--- src/rtl/scl_gen_pkg.sv ---
package scl_gen_pkg;

    localparam int unsigned MIN_LO_CNT = 8;
    localparam int unsigned MIN_HI_CNT = 6;
    localparam int unsigned LAUNCH_OFS = 2;
    localparam int unsigned NUM_SPEEDS = 2;

    typedef enum logic [1:0] {
        PH_IDLE = 2'd0,
        PH_LOW  = 2'd1,
        PH_HIGH = 2'd2
    } scl_phase_e;

    typedef struct packed {
        logic launch;
        logic sample;
    } scl_strobe_t;

endpackage

--- src/rtl/scl_cnt_latch.sv ---
module scl_cnt_latch
    import scl_gen_pkg::*;
#(
    parameter int CW = 16
) (
    input  logic          clk,
    input  logic          rst,
    input  logic          load,
    input  logic          fast_sel,
    input  logic [CW-1:0] std_hcnt,
    input  logic [CW-1:0] std_lcnt,
    input  logic [CW-1:0] fast_hcnt,
    input  logic [CW-1:0] fast_lcnt,
    output logic [CW-1:0] hi_q,
    output logic [CW-1:0] lo_q
);
    localparam logic [CW-1:0] FLOOR_HI = CW'(MIN_HI_CNT);
    localparam logic [CW-1:0] FLOOR_LO = CW'(MIN_LO_CNT);

    logic [CW-1:0] h_raw [NUM_SPEEDS];
    logic [CW-1:0] l_raw [NUM_SPEEDS];
    logic [CW-1:0] h_eff [NUM_SPEEDS];
    logic [CW-1:0] l_eff [NUM_SPEEDS];

    assign h_raw[0] = std_hcnt;
    assign l_raw[0] = std_lcnt;
    assign h_raw[1] = fast_hcnt;
    assign l_raw[1] = fast_lcnt;

    for (genvar m = 0; m < NUM_SPEEDS; m++) begin : g_floor
        assign h_eff[m] = (h_raw[m] < FLOOR_HI) ? FLOOR_HI : h_raw[m];
        assign l_eff[m] = (l_raw[m] < FLOOR_LO) ? FLOOR_LO : l_raw[m];
    end

    always_ff @(posedge clk) begin
        if (rst) begin
            hi_q <= FLOOR_HI;
            lo_q <= FLOOR_LO;
        end else if (load) begin
            hi_q <= h_eff[fast_sel];
            lo_q <= l_eff[fast_sel];
        end
    end
endmodule

--- src/rtl/scl_phase_fsm.sv ---
module scl_phase_fsm
    import scl_gen_pkg::*;
#(
    parameter int CW = 16
) (
    input  logic          clk,
    input  logic          rst,
    input  logic          enable,
    input  logic          scl_in,
    input  logic [CW-1:0] hi_q,
    input  logic [CW-1:0] lo_q,
    output scl_phase_e    phase,
    output logic [CW-1:0] cnt,
    output logic          load
);
    logic run_hi;
    logic lo_last;
    logic hi_last;

    assign run_hi  = scl_in || (cnt != '0);
    assign lo_last = (cnt == lo_q - 1'b1);
    assign hi_last = run_hi && (cnt == hi_q - 1'b1);
    assign load    = enable && ((phase == PH_IDLE) || ((phase == PH_HIGH) && hi_last));

    always_ff @(posedge clk) begin
        if (rst || !enable) begin
            phase <= PH_IDLE;
            cnt   <= '0;
        end else begin
            unique case (phase)
                PH_IDLE: begin
                    phase <= PH_LOW;
                    cnt   <= '0;
                end
                PH_LOW: begin
                    if (lo_last) begin
                        phase <= PH_HIGH;
                        cnt   <= '0;
                    end else begin
                        cnt <= cnt + 1'b1;
                    end
                end
                PH_HIGH: begin
                    if (hi_last) begin
                        phase <= PH_LOW;
                        cnt   <= '0;
                    end else if (run_hi) begin
                        cnt <= cnt + 1'b1;
                    end
                end
                default: begin
                    phase <= PH_IDLE;
                    cnt   <= '0;
                end
            endcase
        end
    end
endmodule

--- src/rtl/scl_strobe_gen.sv ---
module scl_strobe_gen
    import scl_gen_pkg::*;
#(
    parameter int CW = 16
) (
    input  scl_phase_e    phase,
    input  logic [CW-1:0] cnt,
    input  logic [CW-1:0] hi_q,
    input  logic          scl_in,
    output scl_strobe_t   stb
);
    localparam logic [CW-1:0] LAUNCH_AT = CW'(LAUNCH_OFS);

    always_comb begin
        stb.launch = (phase == PH_LOW) && (cnt == LAUNCH_AT);
        stb.sample = (phase == PH_HIGH) && scl_in && (cnt == (hi_q >> 1));
    end
endmodule

--- src/rtl/i2c_scl_timegen.sv ---
module i2c_scl_timegen
    import scl_gen_pkg::*;
#(
    parameter int CW = 16
) (
    input  logic          clk,
    input  logic          rst,
    input  logic          enable,
    input  logic          fast_sel,
    input  logic [CW-1:0] std_hcnt,
    input  logic [CW-1:0] std_lcnt,
    input  logic [CW-1:0] fast_hcnt,
    input  logic [CW-1:0] fast_lcnt,
    input  logic          scl_in,
    output logic          scl_oe,
    output logic          launch_stb,
    output logic          sample_stb,
    output logic [1:0]    phase_o
);
    scl_phase_e    phase;
    logic [CW-1:0] cnt;
    logic [CW-1:0] hi_q;
    logic [CW-1:0] lo_q;
    logic          load;
    scl_strobe_t   stb;

    scl_cnt_latch #(.CW(CW)) latch_i (
        .clk(clk), .rst(rst), .load(load), .fast_sel(fast_sel),
        .std_hcnt(std_hcnt), .std_lcnt(std_lcnt),
        .fast_hcnt(fast_hcnt), .fast_lcnt(fast_lcnt),
        .hi_q(hi_q), .lo_q(lo_q)
    );

    scl_phase_fsm #(.CW(CW)) fsm_i (
        .clk(clk), .rst(rst), .enable(enable), .scl_in(scl_in),
        .hi_q(hi_q), .lo_q(lo_q), .phase(phase), .cnt(cnt), .load(load)
    );

    scl_strobe_gen #(.CW(CW)) stb_i (
        .phase(phase), .cnt(cnt), .hi_q(hi_q), .scl_in(scl_in), .stb(stb)
    );

    assign scl_oe     = (phase == PH_LOW);
    assign launch_stb = stb.launch;
    assign sample_stb = stb.sample;
    assign phase_o    = phase;
endmodule

--- config.mk ---
export PLATFORM = sky130hd
export DESIGN_NAME = i2c_scl_timegen
export DESIGN_NICKNAME = d
export VERILOG_FILES = /design/src/rtl/scl_gen_pkg.sv /design/src/rtl/scl_cnt_latch.sv /design/src/rtl/scl_phase_fsm.sv /design/src/rtl/scl_strobe_gen.sv /design/src/rtl/i2c_scl_timegen.sv
export SDC_FILE = /design/constraint.sdc
export NUM_CORES = 1
export LEC_CHECK = 0
export ABC_AREA = 1
export ABC_CLOCK_PERIOD_IN_PS = 2000
export BUFFER_PORTS_ARGS = -buffer_cell sky130_fd_sc_hd__buf_2
export CAP_MARGIN = 5
export CORE_ASPECT_RATIO = 1.5
export CORE_MARGIN = 2
export CORE_UTILIZATION = 40
export CTS_BUF_LIST = sky130_fd_sc_hd__clkbuf_8
export CTS_CLUSTER_DIAMETER = 80
export DETAILED_ROUTE_END_ITERATION = 12
export REMOVE_ABC_BUFFERS = 1
export SETUP_SLACK_MARGIN = 0.2
export SYNTH_ARGS = -nofsm -noshare
export SYNTH_HDL_FRONTEND = slang
export SYNTH_SLANG_ARGS = --single-unit
--- constraint.sdc ---
create_clock -name clk -period 2 [get_ports clk]
set_input_delay 0.2 -clock clk [delete_from_list [all_inputs] [get_ports clk]]
set_output_delay 0.2 -clock clk [all_outputs]
set_load 0.01 [all_outputs]
; After elaboration in Yosys (flattened, before gate mapping)
; Index checks and enable logic that the tools add are counted.
[word_totals]
reg_bits = 50
out_inout_bits = 5
input_bits = 69
word_cells = 52
[op_classes]
addsub = 3
eq_ne = 9
n_mux = 17
reduce_logical = 13
bitwise = 1
n_lt_le_gt_ge = 5
[op_table]
columns = cell, n
row1 = 16-bit 2-to-1 mux, 13
row2 = 16-bit equality test, 2
row3 = 16-bit by 3-bit less-than comparator with 1-bit output (second input constant), 2
row4 = 16-bit by 4-bit less-than comparator with 1-bit output (second input constant), 2
row5 = 16-bit case mux with 2 select lines, 1
row6 = 16-bit by 1-bit subtractor with 16-bit output (second input constant), 2
row7 = 16-bit by 1-bit adder with 16-bit output (second input constant), 1
row8 = 16-bit by 15-bit equality test with 1-bit output, 1
row9 = 16-bit by 2-bit equality test with 1-bit output (second input constant), 1
row10 = 16-bit nonzero test, 1
row11 = 1-bit logical AND, 6
row12 = 2-bit case mux with 3 select lines, 1
row13 = 2-bit 2-to-1 mux, 2
row14 = 2-bit by 1-bit != test with 1-bit output (second input constant), 2
row15 = 1-bit logical OR, 3
row16 = 3-bit by 1-bit != test with 1-bit output (second input constant), 1
row17 = 2-bit by 1-bit equality test with 1-bit output (second input constant), 1
row18 = 2-bit equality test (second input constant), 1
row19 = 2-bit greater-or-equal comparator (second input constant), 1
row20 = 2-bit logical NOT, 1
row21 = 1-bit inverter with 2-bit output, 1
row22 = 2-bit AND reduction, 1
row23 = 1-bit logical NOT, 1

; Logic depth before layout (Yosys ltp)
; Gate-level depths: netlist (run 1).
[logic_depth]
ltp_word = 6
depth_mapped = 19
mapped_depth_nobuf = 19

; Cells and area by module
; Synthesis (run 1) repeated with hierarchy kept, for this count alone.
[unflattened]
hier_cells = 798
hier_area_um2 = 4533.1
[modules_own_cells]
columns = mod, cells_per_inst, seq_area_each_um2, area_per_inst_um2, n_inst
row1 = scl_phase_fsm, 439, 360.3, 2439.8, 1
row2 = scl_cnt_latch, 294, 640.6, 1785.5, 1
row3 = scl_strobe_gen, 63, 0.0, 297.8, 1
row4 = i2c_scl_timegen, 2, 0.0, 10.0, 1

; Worst setup path before layout (run 1)
; OpenSTA, ideal clock, no wires.
[synth_path]
path_type = reg2reg
start = register latch_i.hi_q[0]
end = register latch_i.lo_q[3]
setup_time_ns = 0.134
required_time_ns = 1.866
setup_slack_ns = 0.007
period_less_slack_ns = 1.993
arrival_ns = 1.859
stages_incl_launch_ff = 18
n_path_buf = 1
path_cell_list = dfxtp_1 > inv_1 > ha_1 > nand2_1 > inv_1 > nor2_1 > nand2_1 > nor2_1 > nand3_1 > nor2_1 > nand3_1 > nor2_2 > nand2_4 > nand2_8 > nand2_4 > buf_6 > nand2_1 > nand3_1
[synth_between]
elab_chain_len = 6
[synth_rtl]
columns = element, line_no
row1 = from (decl), scl_cnt_latch.sv:14  ; output logic [CW-1:0] hi_q,
row2 = from (signal assigned), scl_cnt_latch.sv:40  ; hi_q <= h_eff[fast_sel];
row3 = 16-bit by 1-bit subtractor with 16-bit output, scl_phase_fsm.sv:22  ; assign hi_last = run_hi && (cnt == hi_q - 1'b1);
row4 = 16-bit equality test, scl_phase_fsm.sv:22
row5 = 1-bit logical AND, scl_phase_fsm.sv:22
row6 = 1-bit logical AND, scl_phase_fsm.sv:23  ; assign load = enable && ((phase == PH_IDLE) || ((phase == PH_HIGH) && hi_last));
row7 = 1-bit logical OR, scl_phase_fsm.sv:23
row8 = 1-bit logical AND, scl_phase_fsm.sv:23
row9 = to (signal assigned), scl_cnt_latch.sv:41  ; lo_q <= l_eff[fast_sel];
row10 = to (decl), scl_cnt_latch.sv:15  ; output logic [CW-1:0] lo_q
; Every way passes these cells.
; A chain may end at the register's enable or synchronous reset.

; Worst setup path after layout (run 1)
[layout_path]
start = register latch_i.hi_q[1]
end = register fsm_i.cnt[8]
[layout_between]
elab_chain_len = 5
elab_cells_between_ends = 6
cone_classes = add/sub (1) / eq/ne (2) / mux (2) / reduce/logical (1)
[layout_rtl]
columns = element, line_no
row1 = 16-bit by 1-bit subtractor with 16-bit output (*), scl_phase_fsm.sv:22
row2 = 16-bit equality test (*), scl_phase_fsm.sv:22
row3 = 1-bit logical AND (*), scl_phase_fsm.sv:22
row4 = 16-bit 2-to-1 mux, scl_phase_fsm.sv:44  ; if (hi_last) begin
row5 = 16-bit case mux with 2 select lines, scl_phase_fsm.sv:30  ; unique case (phase)
row6 = to (signal assigned), scl_phase_fsm.sv:40  ; cnt <= cnt + 1'b1;
row7 = to (signal assigned), scl_phase_fsm.sv:48  ; cnt <= cnt + 1'b1;
row8 = to (decl), scl_phase_fsm.sv:13  ; output logic [CW-1:0] cnt,
; Every way passes the cells marked *; elsewhere a longest branch is shown, timed or not.

==> results.sh, run 1 <==
export IMPL_drive_above_1_share_pct=28.7
export IMPL_cts_tree="yes"
export IMPL_synth_edff_count=0
export IMPL_yosys_top_cells_area="dfxtp_1, nand2_1, nor2_1"
export IMPL_fin_setup_tns_ps=-8050
export IMPL_drv_cap=0
export IMPL_cts_buffers=5
export IMPL_peakVddDrop_mv=0.441
export IMPL_rsz0062_at_grt="true"
export IMPL_reg2reg_slack_ps=-190
export IMPL_area_growth_pct=35.6
export IMPL_die_w_um=89.9
export IMPL_status="finished with violations"
export IMPL_io_buffer_count=73
export IMPL_path_class="register to register"
export IMPL_final_util_pct=55.0
export IMPL_die_h_um=133
export IMPL_grt_usage_pct=24.1
export IMPL_crit_path_start="latch_i.hi_q[1]$_SDFFE_PP1P_"
export IMPL_num_vias=5149
export IMPL_placed_cell_area_um2=5390
export IMPL_grt_pass1_vias=5002
export IMPL_netlist_instances=739
export IMPL_hold_class="input pin to register"
export IMPL_slew_headroom_pct=50.1
export IMPL_antenna_cells=0
export IMPL_avgSynthCellArea_um2=6.00
export IMPL_cp_arrival_ps=2390
export IMPL_finalCritPeriodShare_pct=109
export IMPL_reg2regPathDepth=16
export IMPL_violations="setup timing"
export IMPL_rows=47
export IMPL_final_cells=1027
export IMPL_ctsHtreeMaxLevel=2
export IMPL_fin_crit_ps=2190
export IMPL_drtIter0Drc=235
export IMPL_cp_max_fo=5
export IMPL_ant_nets=0
export IMPL_clock_fmax_mhz=457
export IMPL_wirelength_mm=14.5
export IMPL_worst_slew_pin_slew_ps=748
export IMPL_via_per_inst=5.01
export IMPL_worst_ep_required_time_ps=2200
export IMPL_ys_types=43
export IMPL_yosys_warnings=0
export IMPL_clk_latency_ps=320
export IMPL_grt_pass1_wl_mm=23.5
export IMPL_synth_top_area_share_pct=22.6
export IMPL_dr_pass1_iters=4
export IMPL_synth_main_ff_cell="dfxtp_1"
export IMPL_grt_overflow=0
export IMPL_fin_ws_ps=-189
export IMPL_grt_max_degree=53
export IMPL_skew_ps=15.0
export IMPL_async_flop_share_pct=0
export IMPL_ios=74
export IMPL_synth_seq_cells=50
export IMPL_synth_area_leader_cell="dfxtp_1"
export IMPL_gp_congestion=0.933
export IMPL_synthesis_area_um2=4430
export IMPL_critPathCaptureType="register"
export IMPL_routedWlPerCell_um=14.1
export IMPL_initial_core_util_pct=40.5
export IMPL_start_kind="register"
export IMPL_clk_pin_slew_ps=110
export IMPL_fp_dieArea_um2=12000
export IMPL_synth_seq_area_share_pct=22.6
export IMPL_hpwlAfterDp_mm=11.1
export IMPL_fin_area_um2=6010
export IMPL_nNetsFinal=957
export IMPL_leakagePower_uw=0.00288
export IMPL_antenna_found_initial=0
export IMPL_core_area_um2=10900
export IMPL_dp_slack_ps=-276
export IMPL_setup_viol=51
export IMPL_endpoint="fsm_i.cnt[8]$_SDFFE_PP0P_"
export IMPL_final_hold_viol_count=0
export IMPL_r2r_end="fsm_i.cnt[8]$_SDFFE_PP0P_"
export IMPL_root_buffer="clkbuf_8"
export IMPL_cts_max_path_buffers=2
export IMPL_reg2reg_from="latch_i.hi_q[1]$_SDFFE_PP1P_"
export IMPL_powerDensity_nw_per_um2=518
export IMPL_post_route_drc_count=0
export IMPL_slew_violations=0
export IMPL_clock_sinks=50
export IMPL_dp_cells=1002
[worst max-delay path, stage by stage, from the launching register on]
cell	delay (ps)
dfxtp_2	370
inv_2	60
ha_4	210
nand2_2	60
inv_1	30
nor2_1	80
nand2_1	70
nor2_2	110
nand3_1	90
nor2_1	130
nand3_1	100
nor2_2	160
nand2_4	100
buf_4	170
nand2_8	100
nand2_4	90
nor3b_1	140
[sequential cells by signal, summed over array words and instances (netlist names)]
register,cells
fsm_i.cnt,16
latch_i.hi_q,16
latch_i.lo_q,16
fsm_i.phase,2
[worst min path at each step]
stage | start | end | slack (ps) | cells past startpoint
floorplan | rst | latch_i.hi_q[0]$_SDFFE_PP0P_ | 270 | 1
global placement | latch_i.lo_q[1]$_SDFFE_PP0P_ | latch_i.lo_q[1]$_SDFFE_PP0P_ | 460 | 2
detailed placement | latch_i.lo_q[1]$_SDFFE_PP0P_ | latch_i.lo_q[1]$_SDFFE_PP0P_ | 460 | 2
CTS | rst | latch_i.hi_q[0]$_SDFFE_PP0P_ | 220 | 2
global route | rst | latch_i.lo_q[1]$_SDFFE_PP0P_ | 220 | 2
finish | rst | latch_i.lo_q[1]$_SDFFE_PP0P_ | 230 | 2
[Yosys cell counts, drive strengths merged (14+ instances only)]
master and n:
clkbuf 14, o21ai 19, a21oi 42, nor2 117, dfxtp 50, inv 71
nand4 15, mux2i 18, xor2 17, nand3 79, nand2 212, buf 17
[cells in the final DEF, fill, tap and decap left out, types with 10 or more instances in the layout]
cell type / synthesis / routed
buf_4: 1 / 73
nand2_1: 205 / 194
xor2_1: 17 / 16
nand2_2: 3 / 10
buf_2: 7 / 73
o21ai_0: 19 / 16
nor2_2: 4 / 10
dfxtp_2: 0 / 12
nand4_1: 15 / 15
nor2_1: 111 / 104
a21oi_1: 41 / 35
nor4_1: 11 / 10
nand3_1: 79 / 75
dfxtp_1: 50 / 37
inv_1: 69 / 61
mux2i_1: 18 / 18
xnor2_1: 13 / 13
[cell families (layout without fill, tap and decap cells)]
logic type	count (synthesis)	after routing	share of synthesized area, %
mux	18	18	4.07
xor+xnor	30	30	5.93
compound gates	71	71	8.58
buf+inv	102	240	10.3
fa+ha+maj	9	9	2.54
flops	50	50	22.6
simple gates	459	462	46.0
[metal layers]
layer	vias up	wire, um	global-route usage (%)
li1	2682	-	-
met1	2297	5940	27.3
met2	130	7220	43.7
met3	40	440	2.33
met4	0	892	14.0
met5	-	0	0
[layout make-up]
type | count | area, um2
Fill cell | 1120 | 4930
Multi-Input combinational cell | 590 | 3260
Timing Repair Buffer | 161 | 1180
Sequential cell | 50 | 1020
Inverter | 71 | 269
Tap cell | 147 | 184
Clock buffer | 6 | 82.6
Clock inverter | 2 | 16.3
[where the power goes]
part	switching (uW)	total, uW	internal (uW)
logic	706	1290	585
clock network	377	663	286
registers	93.2	1160	1070
total	1180	3110	1940
[per-stage QoR]
stage / total power, uW / hold WS, ps
2_1_floorplan: 1840 / 269
3_3_place_gp: 2250 / 456
3_5_place_dp: 2270 / 463
4_1_cts: 3040 / 219
5_1_grt: 3340 / 219
6_report: 3110 / 231
[timing repair]
item / 4_1_cts / 5_1_grt
pin swaps: 24 / 27
endpoints found under the setup margin: 52 / 52
hold buffers: 0 / 0
setup buffers: 9 / 1
cloned: 3 / 4
hold endpoints to repair: 0 / 0
gates resized for setup: 45 / 42
Note: power is estimated with default switching activity, not from simulation.
==> run 2: changes to the inputs <==
CAP_MARGIN = 20   (was 5)
CORE_UTILIZATION = 53   (was 40)
GPL_TIMING_DRIVEN = 0   (was not set)
PLACE_DENSITY = 0.79   (was not set)
==> run 2 against run 1 <==
Against the previous run: global-route usage increased by 7.6 points; hold slack better by 3.8 ps; highest routed layer unchanged; largest power group unchanged; design area shrank 6.2%; power decreased by 4.5%; the flow still finishes with violations (setup timing); via count about the same; utilization up 15 points; critical path depth decreased by 10; flip-flop and latch count unchanged; fmax down 2.4%; combinational power is 7% lower; clock power shrank 12%.
==> results.sh, run 2 (synthesis gave the netlist of run 1 again) <==
export IMPL_nNetsFinal=895
export IMPL_skew_ps=12.3
export IMPL_ctsHoldBuffers=0
export IMPL_grt_usage_pct=31.6
export IMPL_grt_overflow=0
export IMPL_fin_crit_ps=2240
export IMPL_drtIter0Drc=508
export IMPL_setup_viol=51
export IMPL_ctsHtreeMaxLevel=2
export IMPL_initial_core_util_pct=55.0
export IMPL_peakVddDrop_mv=0.305
export IMPL_core_area_um2=8060
export IMPL_antenna_found_initial=0
export IMPL_critPathCaptureType="output pin"
export IMPL_hold_class="input pin to register"
export IMPL_clock_sinks=50
export IMPL_cts_tree="yes"
export IMPL_fin_ws_ps=-243
export IMPL_gp_congestion=0.970
export IMPL_powerDensity_nw_per_um2=527
export IMPL_hpwlAfterDp_mm=9.31
export IMPL_start_kind="register"
export IMPL_placed_cell_area_um2=4780
export IMPL_reg2reg_slack_ps=-180
export IMPL_worst_slew_pin_slew_ps=717
export IMPL_biggestRegsByFlops="fsm_i.cnt x16, latch_i.hi_q x16, latch_i.lo_q x16"
export IMPL_final_util_pct=69.9
export IMPL_cts_max_path_buffers=2
export IMPL_dr_pass1_iters=5
export IMPL_die_h_um=116
export IMPL_r2r_end="latch_i.hi_q[2]$_SDFFE_PP1P_"
export IMPL_leakagePower_uw=0.00255
export IMPL_hold_path_depth=2
export IMPL_worst_ep_required_time_ps=1800
export IMPL_grt_pass1_vias=4945
export IMPL_hold_end="latch_i.lo_q[0]$_SDFFE_PP0P_"
export IMPL_fin_area_um2=5640
export IMPL_die_w_um=78.7
export IMPL_clock_fmax_mhz=446
export IMPL_reg2reg_from="fsm_i.cnt[14]$_SDFFE_PP0P_"
export IMPL_fp_dieArea_um2=9120
export IMPL_status="finished with violations"
export IMPL_reg2regPathDepth=13
export IMPL_finalCritPeriodShare_pct=112
export IMPL_drv_cap=0
export IMPL_via_per_inst=5.58
export IMPL_slew_violations=0
export IMPL_min_delay_start="rst"
export IMPL_slew_headroom_pct=52.2
export IMPL_grt_pass1_wl_mm=22.8
export IMPL_area_growth_pct=27.2
export IMPL_io_buffer_count=73
export IMPL_ant_nets=0
export IMPL_routedWlPerCell_um=15.4
export IMPL_path_class="register to output pin"
export IMPL_final_hold_viol_count=0
export IMPL_drive_above_1_share_pct=27.1
export IMPL_wirelength_mm=14.2
export IMPL_violations="setup timing"
export IMPL_clk_pin_slew_ps=90
export IMPL_root_buffer="clkbuf_8"
export IMPL_grt_max_degree=34
export IMPL_cp_arrival_ps=2040
export IMPL_most_common_layout_cells="nand2_1, nor2_1, buf_2"
export IMPL_rsz0062_at_grt="true"
export IMPL_holdWs_ps=235
export IMPL_cp_max_fo=6
export IMPL_num_vias=5146
export IMPL_cts_buffers=5
export IMPL_final_common_cell="nand2_1"
export IMPL_clk_latency_ps=330
export IMPL_antenna_cells=0
export IMPL_post_route_drc_count=0
export IMPL_rows=40
export IMPL_ios=74
[run 2: cell types whose count changed in the layout (fill, tap and decap cells not counted), moves of 3 or more]
cell | before | now
buf_6 | 7 | 2
nand2_8 | 5 | 13
inv_2 | 9 | 6
nor2_4 | 3 | 11
dfxtp_1 | 37 | 33
dfxtp_4 | 1 | 4
nand3_1 | 75 | 61
a21oi_2 | 6 | 12
a21oi_1 | 35 | 29
buf_4 | 73 | 13
nor2_1 | 104 | 96
nand3_2 | 2 | 18
[run 2: per-stage QoR]
| step | worst slack [ps] | total power, uW | setup TNS [ps] | cells |
|---|---|---|---|---|
| floorplan | -1300 | 1840 | -38860 | 708 |
| global placement | -2290 | 2080 | -71960 | 886 |
| detailed placement | -455 | 2120 | -16750 | 887 |
| CTS | -207 | 2840 | -8320 | 914 |
| global route | -276 | 3150 | -11280 | 922 |
| finish | -243 | 2970 | -6500 | 922 |
[run 2: layer usage]
layer	vias up	GRT usage, %	routed length (um)
li1	2565	-	-
met1	2320	35.8	5490
met2	206	57.5	7170
met3	55	3.35	736
met4	0	17.7	780
met5	-	0	0
[run 2: power by group]
group | switching (uW) | internal (uW) | leakage (uW) | total, uW
sequential | 121 | 1070 | 0.000417 | 1190
combinational | 730 | 474 | 0.00209 | 1200
clock | 346 | 236 | 0.0000438 | 582
[run 2: critical path, cell delays in order (launching register included)]
cell	delay, ps
dfxtp_2	440
inv_2	120
nand2_1	70
o21ai_0	70
or4_1	550
nor4_2	280
buf_2	190
[run 2: area by class of cell]
| class | count | area (um2) |
|---|---|---|
| Clock buffer | 5 | 68.8 |
| Clock inverter | 2 | 10.0 |
| Fill cell | 699 | 2420 |
| Inverter | 71 | 282 |
| Multi-Input combinational cell | 598 | 3560 |
| Sequential cell | 50 | 1030 |
| Tap cell | 105 | 131 |
| Timing Repair Buffer | 91 | 553 |
[run 2: how the worst max path moves through the flow]
stage / to / startpoint / depth (start not counted) / slack (ps)
6_report: sample_stb / fsm_i.cnt[11]$_SDFFE_PP0P_ / 6 / -240
5_1_grt: sample_stb / fsm_i.phase[0]$_SDFFE_PP0P_ / 9 / -280
4_1_cts: sample_stb / fsm_i.phase[0]$_SDFFE_PP0P_ / 9 / -210
3_5_place_dp: latch_i.lo_q[3]$_SDFFE_PP1P_ / latch_i.hi_q[0]$_SDFFE_PP0P_ / 16 / -460
3_3_place_gp: latch_i.lo_q[3]$_SDFFE_PP1P_ / fsm_i.phase[0]$_SDFFE_PP0P_ / 7 / -2290
2_1_floorplan: latch_i.lo_q[3]$_SDFFE_PP1P_ / fsm_i.phase[0]$_SDFFE_PP0P_ / 7 / -1300
[run 2: timing repair]
item	4_1_cts	5_1_grt
pin swaps	25	31
setup buffers	11	6
setup endpoints to repair	52	52
hold endpoints to repair	0	0
resized for setup	65	67
gates cloned	9	2
